### src/rtl/can_sleep_pkg.sv
package can_sleep_pkg;

    typedef enum logic [1:0] {
        PS_RUN    = 2'b00,
        PS_SLEEP  = 2'b01,
        PS_REJOIN = 2'b10
    } ps_state_t;

    localparam logic [1:0] PSM_AWAKE = 2'b00;
    localparam logic [1:0] PSM_SLEEP = 2'b01;
    localparam logic [1:0] OPM_INIT  = 2'b00;

endpackage

### src/rtl/rx_edge_sync.sv
module rx_edge_sync (
    input  logic clk,
    input  logic rst_n,
    input  logic en,
    input  logic rx,
    output logic rx_level,
    output logic rx_fall
);

    logic meta_q, sync_q, prev_q;

    // Held frozen when the clock source is absent; reset to recessive.
    always_ff @(posedge clk or negedge rst_n) begin
        if (!rst_n) begin
            meta_q <= 1'b1;
            sync_q <= 1'b1;
            prev_q <= 1'b1;
        end else if (en) begin
            meta_q <= rx;
            sync_q <= meta_q;
            prev_q <= sync_q;
        end
    end

    assign rx_level = sync_q;
    assign rx_fall  = prev_q & ~sync_q;

endmodule

### src/rtl/idle_bit_counter.sv
module idle_bit_counter #(
    parameter int IDLE_BITS = 11
) (
    input  logic clk,
    input  logic rst_n,
    input  logic en,
    input  logic bit_tick,
    input  logic rx_level,
    output logic idle_done
);

    localparam int CNT_W = $clog2(IDLE_BITS + 1);
    localparam logic [CNT_W-1:0] LAST = CNT_W'(IDLE_BITS - 1);

    logic [CNT_W-1:0] cnt_q;

    assign idle_done = en && bit_tick && rx_level && (cnt_q == LAST);

    always_ff @(posedge clk or negedge rst_n) begin
        if (!rst_n) begin
            cnt_q <= '0;
        end else if (!en) begin
            cnt_q <= '0;
        end else if (bit_tick) begin
            if (!rx_level || cnt_q == LAST)
                cnt_q <= '0;
            else
                cnt_q <= cnt_q + 1'b1;
        end
    end

endmodule

### src/rtl/reg_access_filter.sv
module reg_access_filter #(
    parameter int ADDR_W = 6,
    parameter int N_PTR  = 4,
    parameter logic [N_PTR*ADDR_W-1:0] PTR_LIST = '0
) (
    input  logic              asleep,
    input  logic [ADDR_W-1:0] addr,
    output logic              wr_ok,
    output logic              rd_ok
);

    logic [N_PTR-1:0] hit;

    for (genvar i = 0; i < N_PTR; i++) begin : g_ptr
        assign hit[i] = (addr == PTR_LIST[i*ADDR_W +: ADDR_W]);
    end

    assign wr_ok = ~asleep;
    assign rd_ok = ~(asleep & (|hit));

endmodule

### src/rtl/can_sleep_ctrl.sv
module can_sleep_ctrl
    import can_sleep_pkg::*;
#(
    parameter int ADDR_W    = 6,
    parameter int IDLE_BITS = 11,
    parameter int N_PTR     = 4,
    parameter logic [N_PTR*ADDR_W-1:0] PTR_LIST = {6'h10, 6'h0E, 6'h0C, 6'h0A}
) (
    input  logic              clk,
    input  logic              rst_n,
    input  logic              clk_avail,
    input  logic              bit_tick,
    input  logic              rx_pin,
    input  logic              psm_wr,
    input  logic [1:0]        psm_wdata,
    input  logic              mode_wr,
    input  logic [1:0]        mode_wdata,
    input  logic              wake_ie,
    input  logic              wake_clr,
    input  logic [ADDR_W-1:0] reg_addr,
    output logic [1:0]        psm_field,
    output logic [1:0]        op_mode,
    output logic              core_clk_en,
    output logic              bus_on,
    output logic              wake_status,
    output logic              wake_irq,
    output logic              reg_wr_ok,
    output logic              reg_rd_ok
);

    ps_state_t state_q, state_d;
    logic rx_level, rx_fall, idle_done;
    logic sleep_req, cpu_wake, bus_wake, asleep;
    logic [1:0] mode_q;
    logic       flag_q;

    rx_edge_sync u_sync (
        .clk      (clk),
        .rst_n    (rst_n),
        .en       (clk_avail),
        .rx       (rx_pin),
        .rx_level (rx_level),
        .rx_fall  (rx_fall)
    );

    idle_bit_counter #(.IDLE_BITS(IDLE_BITS)) u_idle (
        .clk       (clk),
        .rst_n     (rst_n),
        .en        (state_q == PS_REJOIN),
        .bit_tick  (bit_tick),
        .rx_level  (rx_level),
        .idle_done (idle_done)
    );

    reg_access_filter #(
        .ADDR_W   (ADDR_W),
        .N_PTR    (N_PTR),
        .PTR_LIST (PTR_LIST)
    ) u_filt (
        .asleep (asleep),
        .addr   (reg_addr),
        .wr_ok  (reg_wr_ok),
        .rd_ok  (reg_rd_ok)
    );

    assign sleep_req = psm_wr && (psm_wdata == PSM_SLEEP);
    assign cpu_wake  = psm_wr && (psm_wdata == PSM_AWAKE);
    assign bus_wake  = clk_avail && rx_fall;

    // Next-state logic; bus wake outranks CPU wake.
    always_comb begin
        state_d = state_q;
        unique case (state_q)
            PS_RUN: begin
                if (sleep_req) state_d = PS_SLEEP;
            end
            PS_REJOIN: begin
                if (sleep_req)      state_d = PS_SLEEP;
                else if (idle_done) state_d = PS_RUN;
            end
            PS_SLEEP: begin
                if (bus_wake || cpu_wake) state_d = PS_REJOIN;
            end
            default: state_d = PS_RUN;
        endcase
    end

    // State register.
    always_ff @(posedge clk or negedge rst_n) begin
        if (!rst_n) state_q <= PS_RUN;
        else        state_q <= state_d;
    end

    // Mode and wake flag: writable only while awake.
    always_ff @(posedge clk or negedge rst_n) begin
        if (!rst_n) begin
            mode_q <= OPM_INIT;
            flag_q <= 1'b0;
        end else if (state_q == PS_SLEEP) begin
            if (bus_wake) flag_q <= 1'b1;
        end else begin
            if (mode_wr)  mode_q <= mode_wdata;
            if (wake_clr) flag_q <= 1'b0;
        end
    end

    // Outputs decoded from state.
    always_comb begin
        asleep      = (state_q == PS_SLEEP);
        psm_field   = asleep ? PSM_SLEEP : PSM_AWAKE;
        core_clk_en = ~asleep;
        bus_on      = (state_q == PS_RUN);
        op_mode     = mode_q;
        wake_status = flag_q;
        wake_irq    = flag_q & wake_ie;
    end

endmodule

### config.mk
export PLATFORM = sky130hd
export DESIGN_NAME = can_sleep_ctrl
export DESIGN_NICKNAME = d
export VERILOG_FILES = /design/src/rtl/can_sleep_pkg.sv /design/src/rtl/rx_edge_sync.sv /design/src/rtl/idle_bit_counter.sv /design/src/rtl/reg_access_filter.sv /design/src/rtl/can_sleep_ctrl.sv
export SDC_FILE = /design/constraint.sdc
export NUM_CORES = 1
export LEC_CHECK = 0
export CAP_MARGIN = 20
export CORE_UTILIZATION = 45
export CTS_CLUSTER_SIZE = 10
export DETAILED_ROUTE_END_ITERATION = 10
export DONT_BUFFER_PORTS = 1
export HOLD_SLACK_MARGIN = 0.06
export SETUP_SLACK_MARGIN = 0.4
export SYNTH_ARGS = -nofsm -noshare
export SYNTH_HDL_FRONTEND = slang
export SYNTH_SLANG_ARGS = --single-unit
### constraint.sdc
create_clock -name clk -period 2.9 [get_ports clk]
set_input_delay 0.29 -clock clk [delete_from_list [all_inputs] [get_ports clk]]
set_output_delay 0.29 -clock clk [all_outputs]
set_load 0.01 [all_outputs]
==> report_table.html <==
<table>
<tr><th>Metric</th><th>Value</th></tr>
<tr><th colspan="2">Run status</th></tr>
<tr><td>Outcome</td><td>finished clean</td></tr>
<tr><th colspan="2">Yosys</th></tr>
<tr><td>FFs w/ async S/R, synth</td><td>100%</td></tr>
<tr><td>Synthesized netlist cell count</td><td>67</td></tr>
<tr><td>Cell with the most instances after synthesis</td><td>sky130_fd_sc_hd__dfrtp_1</td></tr>
<tr><td>Top cell type's share of synthesized area</td><td>33.7%</td></tr>
<tr><td>Largest area contributor in the netlist</td><td>sky130_fd_sc_hd__dfrtp_1</td></tr>
<tr><td>Synthesized area divided by synthesized cell count</td><td>9.97 um2</td></tr>
<tr><td>Netlist area before placement</td><td>668 um2</td></tr>
<tr><td>Commonest register cell after synthesis</td><td>sky130_fd_sc_hd__dfrtp_1</td></tr>
<tr><td>Syn nets</td><td>88</td></tr>
<tr><td>Number of flip-flops and latches in the synthesized netlist</td><td>12</td></tr>
<tr><td>Portion of the post-synthesis area used by sequential elements</td><td>45.5%</td></tr>
<tr><td>Post-synth EDFFs</td><td>0</td></tr>
<tr><td>Synth top area cells</td><td>sky130_fd_sc_hd__dfrtp_1 (34%), sky130_fd_sc_hd__dfstp_2 (12%), sky130_fd_sc_hd__mux2_2 (5.1%)</td></tr>
<tr><td>Top cell types by occurrence after synthesis</td><td>sky130_fd_sc_hd__dfrtp_1 (9), sky130_fd_sc_hd__a21oi_1 (5), sky130_fd_sc_hd__nand2_1 (5)</td></tr>
<tr><td>Netlist cell types</td><td>31</td></tr>
<tr><td>Number of warnings reported in the yosys synthesis log</td><td>0</td></tr>
<tr><th colspan="2">Drt</th></tr>
<tr><td>Average wire per cell in the routed design</td><td>14.8 um</td></tr>
<tr><td>Initial DRC count</td><td>8</td></tr>
<tr><td>Antenna Violating Nets Remaining</td><td>0</td></tr>
<tr><td>Detailed-route DRC error count</td><td>0</td></tr>
<tr><td>Number of vias after detailed routing</td><td>484</td></tr>
<tr><td>Overall routed net length</td><td>1.23 mm</td></tr>
<tr><td>Via density</td><td>5.83</td></tr>
<tr><td>First-pass iteration count of the detailed router</td><td>3</td></tr>
<tr><th colspan="2">STA</th></tr>
<tr><td>Slew Limit Headroom</td><td>64.7%</td></tr>
<tr><td>Count of endpoints failing hold in the final timing report</td><td>0</td></tr>
<tr><td>F_max</td><td>596 MHz</td></tr>
<tr><td>RSZ-0062 raised after global routing</td><td>false</td></tr>
<tr><td>Maximum clock skew at final layout</td><td>0.0185 ns</td></tr>
<tr><td>Setup tns final</td><td>0 ns</td></tr>
<tr><td>Final count of pins violating max slew</td><td>0</td></tr>
<tr><td>Number of endpoints failing setup at the final stage</td><td>0</td></tr>
<tr><td>Final period util</td><td>57.8%</td></tr>
<tr><td>Worst Max-Slew Pin Slew</td><td>0.528 ns</td></tr>
<tr><td>Shortest clock period the worst path allows after layout</td><td>1.68 ns</td></tr>
<tr><th colspan="2">Floorplan</th></tr>
<tr><td>Die height</td><td>40.5 um</td></tr>
<tr><td>Area enclosed by the die boundary</td><td>1640 um2</td></tr>
<tr><td>I/O Pins</td><td>29</td></tr>
<tr><td>Area of the placeable core</td><td>1330 um2</td></tr>
<tr><td>Number of cell rows</td><td>13</td></tr>
<tr><td>Initial Util</td><td>50.1%</td></tr>
<tr><td>Floorplan die width</td><td>40.5 um</td></tr>
<tr><th colspan="2">Worst setup path</th></tr>
<tr><td>Critical Path Sink Type</td><td>output pin</td></tr>
<tr><td>Type of element launching the critical path</td><td>flip-flop</td></tr>
<tr><td>Critical path data arrival time</td><td>1.39 ns</td></tr>
<tr><td>R2r setup slk</td><td>1.49 ns</td></tr>
<tr><td>CP Data Required Time</td><td>2.61 ns</td></tr>
<tr><td>Setup Crit Path Kind</td><td>flip-flop to output pin</td></tr>
<tr><td>Worst Path Max Fanout</td><td>6</td></tr>
<tr><th colspan="2">Cells and area</th></tr>
<tr><td>Fin util</td><td>51.7%</td></tr>
<tr><td>Multi-input gate area</td><td>312 um2</td></tr>
<tr><td># fillers</td><td>131</td></tr>
<tr><td>Number of antenna diodes</td><td>0</td></tr>
<tr><td>Sequential standard cell area</td><td>304 um2</td></tr>
<tr><td>Nets</td><td>90</td></tr>
<tr><td>Signed area change from the synthesized netlist to the final layout</td><td>3.18%</td></tr>
<tr><td>Fraction of final layout cells with drive strength greater than 1</td><td>19.1%</td></tr>
<tr><td>Filler-free cell count of the finished design</td><td>83</td></tr>
<tr><th colspan="2">Job</th></tr>
<tr><td>Number of maximum-capacitance constraint violations</td><td>0</td></tr>
<tr><th colspan="2">Power and ir drop</th></tr>
<tr><td>Fraction of power consumed by combinational cells</td><td>26.9%</td></tr>
<tr><td>Cell-internal power</td><td>314 uW</td></tr>
<tr><td>Power Density</td><td>720 nW/um2</td></tr>
<tr><td>Standby leakage power</td><td>0.000282 uW</td></tr>
<tr><td>Switching fraction of total power</td><td>36.8%</td></tr>
<tr><td>Power spent charging and discharging nets</td><td>183 uW</td></tr>
<tr><td>Sequential Power Share</td><td>51.5%</td></tr>
<tr><td>Max VDD drop</td><td>316 uV</td></tr>
<tr><td>Share of total power in the clock network</td><td>21.6%</td></tr>
<tr><th colspan="2">CTS</th></tr>
<tr><td>TritonCTS clock tree</td><td>yes</td></tr>
<tr><td>CTS H-tree depth</td><td>1</td></tr>
<tr><td>Post-CTS Setup Bufs</td><td>0</td></tr>
<tr><td>Clk buf depth</td><td>2</td></tr>
<tr><td>Cts hold-fix bufs</td><td>1</td></tr>
<tr><td>Number of buffers added by the clock tree synthesis step</td><td>3</td></tr>
<tr><td>Cell at the root of the clock tree</td><td>sky130_fd_sc_hd__clkbuf_4</td></tr>
<tr><td>Clock Sink Count</td><td>12</td></tr>
<tr><td>Worst-skew pair later-pin latency</td><td>0.28 ns</td></tr>
<tr><td>Post-cts repair resize count</td><td>0</td></tr>
<tr><td>Clock Pin Slew Worst Setup and Hold Paths</td><td>0.08 ns</td></tr>
<tr><th colspan="2">Global route</th></tr>
<tr><td>Global-route wire length before repair</td><td>1.68 mm</td></tr>
<tr><td>Maximum number of pins on one net before global-route repair</td><td>13</td></tr>
<tr><td>Antenna violations before repair</td><td>0</td></tr>
<tr><td>Tot GR Track Use</td><td>16.3%</td></tr>
<tr><td>Vias in the first global route</td><td>424</td></tr>
<tr><td>Congestion Overflow GR</td><td>0</td></tr>
<tr><th colspan="2">Placement</th></tr>
<tr><td>Final weighted congestion in routability-driven placement</td><td>0.652</td></tr>
<tr><td>Placed instance count</td><td>78</td></tr>
<tr><td>Quantity of I/O buffers inserted on ports</td><td>0</td></tr>
<tr><td>HPWL after DPL</td><td>935 um</td></tr>
<tr><th colspan="2">Min path</th></tr>
<tr><td>Type of the most critical hold path</td><td>primary input to flip-flop</td></tr>
</table>
[critical path, cell delays in order (launching register included)]
cell	delay, ns
sky130_fd_sc_hd__dfrtp_1	0.44
sky130_fd_sc_hd__nor2b_2	0.24
sky130_fd_sc_hd__inv_2	0.14
sky130_fd_sc_hd__nor3_1	0.14
sky130_fd_sc_hd__o21ai_1	0.14
[state kept, by name, summed over array words and instances (netlist names)]
register         flops
u_sync.meta_q        1
wake_status          1
u_sync.prev_q        1
u_idle.cnt_q         4
op_mode              2
state_q              2
u_sync.rx_level      1
[layer usage]
metal  vias up  GRT usage, %  routed length [um]
met5         -             0                   0
met4         0          2.50                   0
met3         0          11.1                 112
met2        21          27.0                 577
met1       226          17.2                 538
li1        237             -                   -
[final cells by class]
cell class	instances	share of cell area (%)
clock buffer	4	3.81
tap	15	2.72
sequential	12	44.1
inverter	5	2.72
multi-input combinational	46	45.2
timing repair buffer	1	1.45
[cells in the final DEF, fill, tap and decap left out, drive strengths merged, types with 2 or more instances in the layout]
| cell | count |
|---|---|
| dfrtp | 9 |
| nand2 | 6 |
| a21oi | 5 |
| inv | 5 |
| mux2 | 5 |
| clkbuf | 4 |
| o21ai | 4 |
| nor2 | 3 |
| nand4 | 3 |
| dfstp | 3 |
| nor2b | 3 |
| nor3b | 2 |
| nand3b | 2 |
| ha | 2 |
[path summary, 6_finish.rpt]
kind	start	end	depth (start not counted)
max reg2reg	state_q[1]$_DFFE_PN0P_	op_mode[1]$_DFFE_PN0P_	4
min in group asynchronous	rst_n	u_idle.cnt_q[2]$_DFFE_PN0P_	1
min	wake_clr	wake_status$_DFFE_PN0P_	1
max	state_q[1]$_DFFE_PN0P_	reg_rd_ok	4
max in group asynchronous	rst_n	u_sync.prev_q$_DFFE_PN1P_	1
min reg2reg	state_q[1]$_DFFE_PN0P_	state_q[1]$_DFFE_PN0P_	1
[power groups by stage]
stage	clock (uW)	sequential (uW)	combinational (uW)
6_report	107	256	133
5_1_grt	118	261	149
4_1_cts	113	255	136
3_5_place_dp	0	259	131
3_3_place_gp	0	257	128
2_1_floorplan	0	245	143
[per-stage QoR]
stage	hold WS [ns]	cell area, um2	worst slack, ns	power [uW]
floorplan	-0.00559	668	1.69	389
global placement	-0.00533	653	1.54	385
detailed placement	-0.00536	653	1.51	390
CTS	0.0962	689	1.21	504
global route	0.0991	689	1.09	527
finish	0.110	689	1.22	496
[cell families after synthesis]
family,Yosys count,share of synthesized area [%]
AND/OR/NAND/NOR,26,23.4
AO/OA/AOI/OAI,12,10.5
flip-flops,12,45.5
buffers and inverters,9,7.86
multiplexers,5,8.43
adder cells (fa/ha/maj),2,3.74
other,1,0.561
(Power assumes the default switching activity.)
